===== config.mk =====
export PLATFORM = sky130hd
export DESIGN_NAME = irq_level_agg
export DESIGN_NICKNAME = d
export VERILOG_FILES = /design/src/rtl/irq_level_agg.sv
export SDC_FILE = /design/constraint.sdc
export NUM_CORES = 1
export LEC_CHECK = 0
export BUFFER_PORTS_ARGS = -buffer_cell sky130_fd_sc_hd__buf_2
export CORE_UTILIZATION = 45
export DETAILED_ROUTE_END_ITERATION = 12
export PLACE_DENSITY = 0.8
export SLEW_MARGIN = 30
export SYNTH_ARGS = -nofsm -noshare
export SYNTH_HDL_FRONTEND = slang
export SYNTH_SLANG_ARGS = --single-unit

===== constraint.sdc =====
create_clock -name clk -period 3.17 [get_ports clk]
set_clock_uncertainty 0.1 [all_clocks]
set_input_delay 0.634 -clock clk [delete_from_list [all_inputs] [get_ports clk]]
set_output_delay 0.634 -clock clk [all_outputs]
set_load 0.02 [all_outputs]

===== src/rtl/irq_level_agg.sv =====
module irq_level_agg #(
  parameter int DATA_W = 32,
  parameter int ADDR_W = 16,
  parameter logic [ADDR_W-1:0] STAT_OFS = 16'h7000,
  parameter logic [ADDR_W-1:0] MASK_OFS = 16'h7800
) (
  input  logic              clk,
  input  logic              rst_n,
  input  logic [10:0]       dev_irq,
  input  logic [1:0]        ser_irq,
  input  logic              bus_wr,
  input  logic [ADDR_W-1:0] bus_addr,
  input  logic [DATA_W-1:0] bus_wdata,
  output logic [DATA_W-1:0] bus_rdata,
  output logic [2:0]        cpu_level
);
  localparam int NSRC = 13;
  localparam int BITPOS [NSRC] = '{7, 3, 2, 9, 10, 12, 5, 28, 27, 26, 23, 17, 21};
  localparam int GROUP  [NSRC] = '{3, 3, 3, 3, 3, 3, 3, 6, 6, 6, 6, 5, 6};

  function automatic logic [DATA_W-1:0] group_bits(input int g);
    logic [DATA_W-1:0] m;
    m = '0;
    for (int i = 0; i < NSRC; i++)
      if (GROUP[i] == g) m[BITPOS[i]] = 1'b1;
    return m;
  endfunction

  localparam logic [DATA_W-1:0] G3 = group_bits(3);
  localparam logic [DATA_W-1:0] G5 = group_bits(5);
  localparam logic [DATA_W-1:0] G6 = group_bits(6);

  logic [NSRC-1:0]   lines, lines_q, rise, fall;
  logic [DATA_W-1:0] status_q, mask_q, status_d, pend;
  logic              wr_stat, wr_mask;

  assign lines   = {ser_irq, dev_irq};
  assign rise    = lines & ~lines_q;
  assign fall    = ~lines & lines_q;
  assign wr_stat = bus_wr && (bus_addr == STAT_OFS);
  assign wr_mask = bus_wr && (bus_addr == MASK_OFS);

  always_comb begin
    status_d = wr_stat ? bus_wdata : status_q;
    for (int i = 0; i < NSRC; i++) begin
      if (rise[i])      status_d[BITPOS[i]] = 1'b1;
      else if (fall[i]) status_d[BITPOS[i]] = 1'b0;
    end
  end

  always_ff @(posedge clk) begin
    if (!rst_n) begin
      status_q <= '0;
      mask_q   <= '0;
      lines_q  <= '0;
    end else begin
      status_q <= status_d;
      lines_q  <= lines;
      if (wr_mask) mask_q <= bus_wdata;
    end
  end

  assign pend      = status_q & mask_q;
  assign cpu_level = |(pend & G6) ? 3'd6 :
                     |(pend & G5) ? 3'd5 :
                     |(pend & G3) ? 3'd3 : 3'd0;

  assign bus_rdata = (bus_addr == STAT_OFS) ? status_q :
                     (bus_addr == MASK_OFS) ? mask_q : '0;
endmodule


==> reports/metrics.cfg, run 1 <==
[clock_tree]
ctsHoldBuffers=0
clkSinkCount=77
tritoncts=yes
clkLatencyLatePin_ps=350
clkSlewWorstSetupHoldPaths_ps=80
cts-root-buf=clkbuf_8
htree_levels=3
cts_made_buffers=9
cts_buffer_depth=2

[yosys]
synthCells=452
synth-seq-cells=77
synth_edf_count=0
syn_nets=542
synth.distinct_cells=36
yosysWarningCount=0
postSynthAreaPerCell_um2=8.609
synth.yosys.seq_area_share_pct=39.61
syn_area_um2=3891
async_reset_ff_share_pct=0
yosys_most_used_dff=dfxtp_1

[global_route]
grt_antenna_before_repair=0
grt_pass1_vias=3483
grt_overflow=0
grt_pass1_wl_mm=16.01
grt_use_total_pct=23.04
grt_max_degree=40

[pwr]
irDropWorstVdd_mv=0.2252
power_density_nw_per_um2=403.5
power_w=0.002017
p_leak_nw=2.224

[sta]
finalCritPeriodShare_pct=99.56
finalSetupTns_ps=0
setup_viol=0
rsz0062_at_grt=yes
maxSlewViolCount=0
min_period_ps=3156
max_freq_mhz=316.8
worstMarginPinSlew_ps=563.8
holdWs_ps=352.8
hold_viol_final=0
slew_headroom_pct=62.41

[outcome]
outcome=complete, no violations

[critical_path]
regToRegEndpoint=status_q[26]
critPathMaxStageDelay_ps=550
cp_slowest_cell=or4b_4
cp.required_ps=2440
critPathArrivalTime_ps=2420
criticalPathCategory=in2out
cp_cell_sequence=buf_6 > or4b_4 > nor4_4 > nor2b_4 > buf_6 > a22o_1 > buf_2
end_kind=output port
reg2reg_depth=5
r2r_setup_slack_ps=1870
crit_top_cell=buf_6
worst_setup_path_start_kind=input pin
critPathMaxFanout=8
reg2reg_from=lines_q[9]

[layout]
final_nets=642
syn_to_final_growth_pct=28.46
diodes=0
fin_area_um2=4999
drive_gt1_share_pct=25.18

[die]
pin_count=99
fp.dieH_um=94.99
die_area_um2=9023
fp.dieW_um=94.99
initial_utilization_pct=46.89
rows=33
coreArea_um2=8299

[placed_design]
dp_hpwl_mm=6.809
io_buffers=98
dpl_cell_area_um2=4521
place.gp.congestion=0.8126

[routing]
antenna_left=0
drt-pass1-iter-count=4
drt-total-wl_mm=10.82
routed-via-count=3672
wl_per_cell_um=16.37
drc=0
viasPerCell=5.555
drt_iter0_markers=153

[flow_run]
maxCapViolations=0

[hold_path]
min_to=status_q[11]
holdPathStages=2
hp-start=status_q[11]
hold_path_class=reg2reg

==> registers in the layout (all words and copies together) (netlist names) <==
signal    count
lines_q      13
mask_q       32
status_q     32
==> cells by family (layout without fill, tap and decap cells) <==
group / after synthesis / in the layout / share of synthesized area (%)
and+or+nand+nor: 149 / 149 / 18.97
adders and majority gates: 26 / 26 / 8.360
DFF: 77 / 77 / 39.61
buffers and inverters: 71 / 175 / 7.878
AOI/OAI and AO/OA: 129 / 129 / 25.18
==> Yosys cell counts (3+ instances only) <==
| cell | instances | area share (%) |
|---|---|---|
| nand2_1 | 105 | 10 |
| dfxtp_1 | 77 | 40 |
| a21boi_1 | 51 | 9.8 |
| inv_1 | 41 | 4.0 |
| a22o_1 | 32 | 7.2 |
| ha_1 | 26 | 8.4 |
| clkbuf_1 | 21 | 2.0 |
| and2_1 | 14 | 2.3 |
| a21oi_1 | 13 | 1.7 |
| o21ai_1 | 13 | 1.7 |
| o311a_1 | 13 | 3.3 |
| nor3b_1 | 7 | 1.4 |
| nor4bb_1 | 6 | 1.5 |
| buf_4 | 4 | 0.77 |
| buf_6 | 3 | 0.87 |
==> layout by cell type (no fill, tap or decap), drive strengths merged <==
cell / count
buf: 116
nand2: 105
dfxtp: 77
a21boi: 52
inv: 41
a22o: 32
ha: 26
and2: 14
o21ai: 14
a21oi: 13
o311a: 13
clkbuf: 13
nor3b: 7
nor4bb: 6
nor4: 4
a222oi: 2
a22oi: 2
bufinv: 2
clkinv: 2
or4b: 2
or4: 1
or4bb: 1
or3: 1
nor2b: 1
and3: 1
a221oi: 1
nor4b: 1
and3b: 1
nand4: 1
nand2b: 1
or2: 1
nor2: 1
clkinvlp: 1
==> critical path, delay by kind of cell <==
kind | cells | cell delay [ps]
compound gates | 1 | 140
simple gates | 3 | 1170
buf+inv | 3 | 470
==> stage by stage <==
step	setup slack, ps	utilization, %	instances
2_1_floorplan	118.8	-	452
3_3_place_gp	41.12	54.47	640
3_5_place_dp	10.73	54.47	640
4_1_cts	10.31	57.15	655
5_1_grt	-45.83	60.23	661
6_report	13.92	60.23	661
==> what timing repair did <==
item | CTS | global route
setup endpoints to repair | 0 | 32
buffers inserted | 0 | 2
resized for setup | 0 | 46
==> how the worst max path moves through the flow <==
stage | endpoint | start | depth (start not counted) | slack (ps)
finish | bus_rdata[2] | bus_addr[2] | 7 | 10
global route | bus_rdata[7] | bus_addr[2] | 7 | -50
CTS | bus_rdata[31] | bus_addr[1] | 7 | 10
detailed placement | bus_rdata[31] | bus_addr[1] | 7 | 10
global placement | bus_rdata[31] | bus_addr[1] | 7 | 40
floorplan | bus_rdata[0] | bus_addr[1] | 6 | 120
==> area by class of cell <==
cell class / count / area [µm²]
fill: 745 / 3301
tap: 105 / 131.4
clock buffer: 10 / 137.6
sequential: 77 / 1541
clock inverter: 5 / 85.08
multi-input combinational: 304 / 2074
inverter: 41 / 153.9
timing repair buffer: 119 / 874.6
==> power breakdown <==
part	internal, W	switching (W)	total (W)	leakage [nW]
combinational	0.0000892	0.0000835	0.000173	1.49
clock	0.000463	0.000370	0.000833	0.109
sequential	0.000992	0.0000196	0.00101	0.627
total	0.00154	0.000473	0.00202	2.22
==> routing by layer <==
metal / part of all wire, % / vias to the layer above / GRT usage, %
li1: - / 1759 / -
met3: 5.6 / 26 / 3.945
met5: 0 / - / 0
met4: 2.9 / 0 / 9.091
met1: 44 / 1750 / 28.29
met2: 48 / 137 / 39.81
(Power assumes the default switching activity.)
==> inputs of run 2 (changes only) <==
CELL_PAD_IN_SITES_DETAIL_PLACEMENT = 1   (was not set)
CELL_PAD_IN_SITES_GLOBAL_PLACEMENT = 1   (was not set)
CORE_UTILIZATION = 39   (was 45)
PLACE_DENSITY = 0.91   (was 0.8)
==> reports/metrics.cfg, run 2 (same netlist as run 1, synthesis figures left out) <==
[die]
fp.dieH_um=101.9  ; was 94.99 µm
die_area_um2=10380  ; was 9023 µm²
pin_count=99  ; unchanged
rows=36  ; was 33
coreArea_um2=9729  ; was 8299 µm²
initial_utilization_pct=39.99  ; was 46.89%
fp.dieW_um=101.9  ; was 94.99 µm

[routing]
viasPerCell=5.291  ; was 5.555
drt-total-wl_mm=11.89  ; was 10.82 mm
drt-pass1-iter-count=4  ; unchanged
wl_per_cell_um=17.21  ; was 16.37 µm
drt_iter0_markers=120  ; was 153
antenna_left=0  ; unchanged
drc=0  ; unchanged
routed-via-count=3656  ; was 3672

[placed_design]
post-place-ws_ps=-35.79  ; was 10.73 ps
place.gp.congestion=0.8765  ; was 0.8126
dp_hpwl_mm=8.073  ; was 6.809 mm
dpl_cell_area_um2=4538  ; was 4521 µm²
post-place-cells=669  ; was 640
io_buffers=98  ; unchanged

[sta]
setup_viol=0  ; unchanged
setup_slack_ps=18.81  ; was 13.92 ps
max_freq_mhz=317.3  ; was 316.8 MHz
maxSlewViolCount=0  ; unchanged
worstMarginPinSlew_ps=669.3  ; was 563.8 ps
finalCritPeriodShare_pct=99.41  ; was 99.56%
slew_headroom_pct=55.38  ; was 62.41%
hold_viol_final=0  ; unchanged
min_period_ps=3151  ; was 3156 ps
holdWs_ps=355.8  ; was 352.8 ps

[layout]
fin_area_um2=4857  ; was 4999 µm²
reg_top3=mask_q x32, status_q x32, lines_q x13  ; unchanged
final_nets=642  ; unchanged
syn_to_final_growth_pct=24.82  ; was 28.46%
mostFrequentLayoutCells=nand2_1 (105), buf_2 (83), dfxtp_1 (77), a21boi_1 (51), inv_1 (41)  ; was nand2_1 (105), dfxtp_1 (77), buf_2 (72), a21boi_1 (51), inv_1 (41)
drive_gt1_share_pct=24.96  ; was 25.18%
finalNonFillerCells=691  ; was 661
fillers=1212  ; was 745
final_common_cell=nand2_1  ; unchanged

[pwr]
irDropWorstVdd_mv=0.2075  ; was 0.2252 mV
power_density_nw_per_um2=376.6  ; was 403.5 nW/µm²
p_leak_nw=2.179  ; was 2.224 nW
power_w=0.001829  ; was 0.002017 W

[global_route]
grt_pass1_wl_mm=17.98  ; was 16.01 mm
grt_use_total_pct=22.55  ; was 23.04%
grt_pass1_vias=3670  ; was 3483
grt_antenna_before_repair=1  ; was 0
grt_max_degree=78  ; was 40
grt_overflow=0  ; unchanged

[clock_tree]
clkSlewWorstSetupHoldPaths_ps=70  ; was 80 ps
cts_made_buffers=9  ; unchanged
cts-root-buf=clkbuf_8  ; unchanged
htree_levels=3  ; unchanged
tritoncts=yes  ; unchanged
clkSinkCount=77  ; unchanged
clkLatencyLatePin_ps=340  ; was 350 ps
cts_buffer_depth=2  ; unchanged

[critical_path]
critPathMaxFanout=8  ; unchanged
reg2reg_from=lines_q[10]  ; was lines_q[9]
cp.required_ps=2440  ; about the same
worst_setup_path_start_kind=input pin  ; unchanged
critPathArrivalTime_ps=2420  ; about the same
r2r_setup_slack_ps=1780  ; was 1870 ps
end_kind=output port  ; unchanged
criticalPathCategory=in2out  ; unchanged
reg2reg_depth=5  ; unchanged
regToRegEndpoint=status_q[23]  ; was status_q[26]

[hold_path]
hold_path_class=reg2reg  ; unchanged
hp-start=mask_q[24]  ; was status_q[11]
holdPathStages=2  ; unchanged
min_to=mask_q[24]  ; was status_q[11]

[outcome]
outcome=complete, no violations  ; unchanged

[flow_run]
maxCapViolations=0  ; unchanged

==> run 2: cell types whose count changed in the layout (fill, tap and decap cells not counted), moves of 4 or more <==
| cell | change |
|---|---|
| buf_2 | +11 |
| buf_4 | +5 |
| clkinv_2 | +4 |
| buf_6 | -14 |
==> run 2: metal layers <==
metal  wire [µm]  global-route usage [%]  part of all wire (%)  vias to the layer above
met4         173                   7.912                   1.5                        0
met5           0                       0                     0                        -
li1            -                       -                     -                     1755
met3         483                   3.762                   4.1                       14
met1        5112                   26.60                    43                     1788
met2        6121                   41.22                    51                       99
==> run 2: how the worst max path moves through the flow <==
stage | start | endpoint | slack, ps
2_1_floorplan | bus_addr[1] | bus_rdata[0] | 120
3_5_place_dp | bus_addr[1] | bus_rdata[31] | -40
4_1_cts | bus_addr[4] | bus_rdata[11] | 2
6_report | bus_addr[7] | bus_rdata[5] | 20
5_1_grt | bus_addr[7] | bus_rdata[1] | -8
3_3_place_gp | bus_addr[1] | bus_rdata[15] | 30
==> run 2: metrics by stage <==
| step | util [%] | setup TNS, ps |
|---|---|---|
| global route | 49.92 | -7.930 |
| global placement | 46.64 | 0 |
| floorplan | - | 0 |
| finish | 49.92 | 0 |
| CTS | 48.41 | 0 |
| detailed placement | 46.64 | -525.0 |
==> run 2: final cells by class <==
| cell class | count | area [µm²] | share of cell area (%) |
|---|---|---|---|
| diodes | 1 | 2.502 | 0.05152 |
| clock buffers | 11 | 131.4 | 2.705 |
| clock inverters | 5 | 27.53 | 0.5667 |
| inverters | 41 | 153.9 | 3.168 |
| multi-input cells | 304 | 2074 | 42.71 |
| flip-flops and latches | 77 | 1541 | 31.74 |
| well taps | 133 | 166.4 | 3.426 |
| repair buffers | 119 | 759.5 | 15.64 |
==> run 2: repair_timing <==
| action | CTS | global route |
|---|---|---|
| gates cloned | 0 | 3 |
| hold buffers | 0 | 0 |
| pin swaps | 1 | 4 |
| buffers inserted | 0 | 2 |
| setup endpoints to repair | 23 | 32 |
| resized for setup | 3 | 22 |
==> run 2: where the power goes <==
group / switching (W) / internal [W] / total, W
clock network: 0.000361 / 0.000280 / 0.000641
registers: 0.0000197 / 0.000992 / 0.00101
logic: 0.0000892 / 0.0000873 / 0.000176
total: 0.000470 / 0.00136 / 0.00183
==> run 2: critical path, cell delays in order <==
cell	delay, ps
buf_2	110
or4b_4	560
buf_4	170
nor4_4	270
buf_6	180
clkbuf_16	170
a22o_1	170
buf_4	150
==> inputs of run 3 (changes only) <==
REMOVE_ABC_BUFFERS = 1   (was not set)
==> reports/metrics.cfg, run 3 (same netlist as run 1, synthesis figures left out) <==
[layout]
final_nets=638  ; was 642
finalNonFillerCells=685  ; was 691
final_common_cell=nand2_1  ; unchanged
reg_top3=mask_q x32, status_q x32, lines_q x13  ; unchanged
final_core_util_pct=49.32  ; was 49.92%
diodes=0  ; was 1
drive_gt1_share_pct=24.82  ; was 24.96%
syn_to_final_growth_pct=23.31  ; was 24.82%
mostFrequentLayoutCells=nand2_1 (105), buf_2 (95), dfxtp_1 (77), a21boi_1 (51), inv_1 (41)  ; was nand2_1 (105), buf_2 (83), dfxtp_1 (77), a21boi_1 (51), inv_1 (41)

[critical_path]
r2r_setup_slack_ps=1790  ; was 1780 ps
reg2reg_depth=5  ; unchanged
critPathMaxFanout=17  ; was 8
cp.required_ps=2440  ; about the same
worst_setup_path_start_kind=input pin  ; unchanged
reg2reg_from=lines_q[9]  ; was lines_q[10]
criticalPathCategory=in2out  ; unchanged
regToRegEndpoint=status_q[26]  ; was status_q[23]
critPathArrivalTime_ps=2420  ; about the same
end_kind=output port  ; unchanged
crit_path_start=bus_addr[15]  ; was bus_addr[7]

[sta]
setup_viol=0  ; unchanged
holdWs_ps=354.7  ; was 355.8 ps
max_freq_mhz=317.0  ; was 317.3 MHz
hold_viol_final=0  ; unchanged
maxSlewViolCount=0  ; unchanged
min_period_ps=3155  ; was 3151 ps
finalCritPeriodShare_pct=99.52  ; was 99.41%
finalSetupTns_ps=0  ; unchanged
slew_headroom_pct=54.57  ; was 55.38%
worstMarginPinSlew_ps=681.5  ; was 669.3 ps
rsz0062_at_grt=no

[routing]
drt-total-wl_mm=11.98  ; was 11.89 mm
drt-pass1-iter-count=4  ; unchanged
wl_per_cell_um=17.49  ; was 17.21 µm
drc=0  ; unchanged
antenna_left=0  ; unchanged
routed-via-count=3644  ; was 3656
drt_iter0_markers=86  ; was 120
viasPerCell=5.320  ; was 5.291

[clock_tree]
clkSinkCount=77  ; unchanged
ctsHoldBuffers=0  ; unchanged
tritoncts=yes  ; unchanged
cts_buffer_depth=2  ; unchanged
cts-root-buf=clkbuf_8  ; unchanged
cts_made_buffers=9  ; unchanged
clkLatencyLatePin_ps=340  ; about the same
clkSlewWorstSetupHoldPaths_ps=80  ; was 70 ps
htree_levels=3  ; unchanged

[pwr]
power_w=0.001850  ; was 0.001829 W
p_leak_nw=2.169  ; was 2.179 nW
irDropWorstVdd_mv=0.2200  ; was 0.2075 mV
power_density_nw_per_um2=385.5  ; was 376.6 nW/µm²

[die]
fp.dieH_um=101.9  ; unchanged
pin_count=99  ; unchanged
rows=36  ; unchanged
fp.dieW_um=101.9  ; unchanged
die_area_um2=10380  ; unchanged
initial_utilization_pct=39.99  ; unchanged
coreArea_um2=9729  ; unchanged

[global_route]
grt_pass1_vias=3882  ; was 3670
grt_overflow=0  ; unchanged
grt_max_degree=78  ; unchanged
grt_use_total_pct=23.69  ; was 22.55%
grt_antenna_before_repair=0  ; was 1
grt_pass1_wl_mm=18.61  ; was 17.98 mm

[outcome]
outcome=complete, no violations  ; unchanged

[hold_path]
min_to=mask_q[6]  ; was mask_q[24]
holdPathStages=2  ; unchanged
hold_path_class=reg2reg  ; unchanged
hp-start=mask_q[6]  ; was mask_q[24]

[placed_design]
post-place-cells=668  ; was 669
place.gp.congestion=0.7435  ; was 0.8765
io_buffers=98  ; unchanged
dp_hpwl_mm=8.156  ; was 8.073 mm

[flow_run]
maxCapViolations=0  ; unchanged

-- run 3: area by class of cell --
class | instances | area (µm²)
clock buffer | 10 | 137.6
clock inverter | 5 | 27.53
fill | 1220 | 4931
inverter | 41 | 153.9
multi-input combinational | 304 | 2078
sequential | 77 | 1541
tap | 133 | 166.4
timing repair buffer | 115 | 693.2
-- run 3: power breakdown --
part / internal (W) / leakage, nW / switching [W]
Sequential: 0.000992 / 0.627 / 0.0000194
Combinational: 0.0000873 / 1.45 / 0.0000912
Clock: 0.000296 / 0.0877 / 0.000364
Total: 0.00138 / 2.17 / 0.000475
-- run 3: metrics by stage --
| step | area, µm² | setup slack, ps |
|---|---|---|
| 5_1_grt | 4798 | 0.3952 |
| 3_3_place_gp | 4568 | 42.04 |
| 6_report | 4798 | 15.35 |
| 3_5_place_dp | 4568 | 8.800 |
| 2_1_floorplan | 3739 | -1131 |
| 4_1_cts | 4738 | 18.14 |
-- run 3: what timing repair did --
item | 4_1_cts | 5_1_grt
resized for setup | 1 | 8
endpoints found under the setup margin | 4 | 32
pin swaps | 0 | 2
hold endpoints to repair | 0 | 0
cloned | 0 | 1
setup buffers | 0 | 1
-- run 3: critical path, cell delays in order --
cell and delay [ps]:
buf_2 100, or4bb_4 560, buf_4 160, nor4_4 250, buf_4 190, buf_12 170, a22o_1 180, buf_2 170
-- run 3: worst max-delay path by stage --
stage               endpoint  cells after the start
2_1_floorplan   bus_rdata[0]                      4
3_3_place_gp   bus_rdata[17]                      7
3_5_place_dp    bus_rdata[4]                      7
4_1_cts         bus_rdata[4]                      7
5_1_grt         bus_rdata[3]                      8
6_report       bus_rdata[17]                      8
-- run 3: per-layer routing --
layer  track usage (%)  up-vias  wire length [µm]
li1                  -     1737                 -
met1             25.31     1811              4930
met2             46.31       79              6411
met3             6.224       17               468
met4             5.165        0               170
met5                 0        -                 0
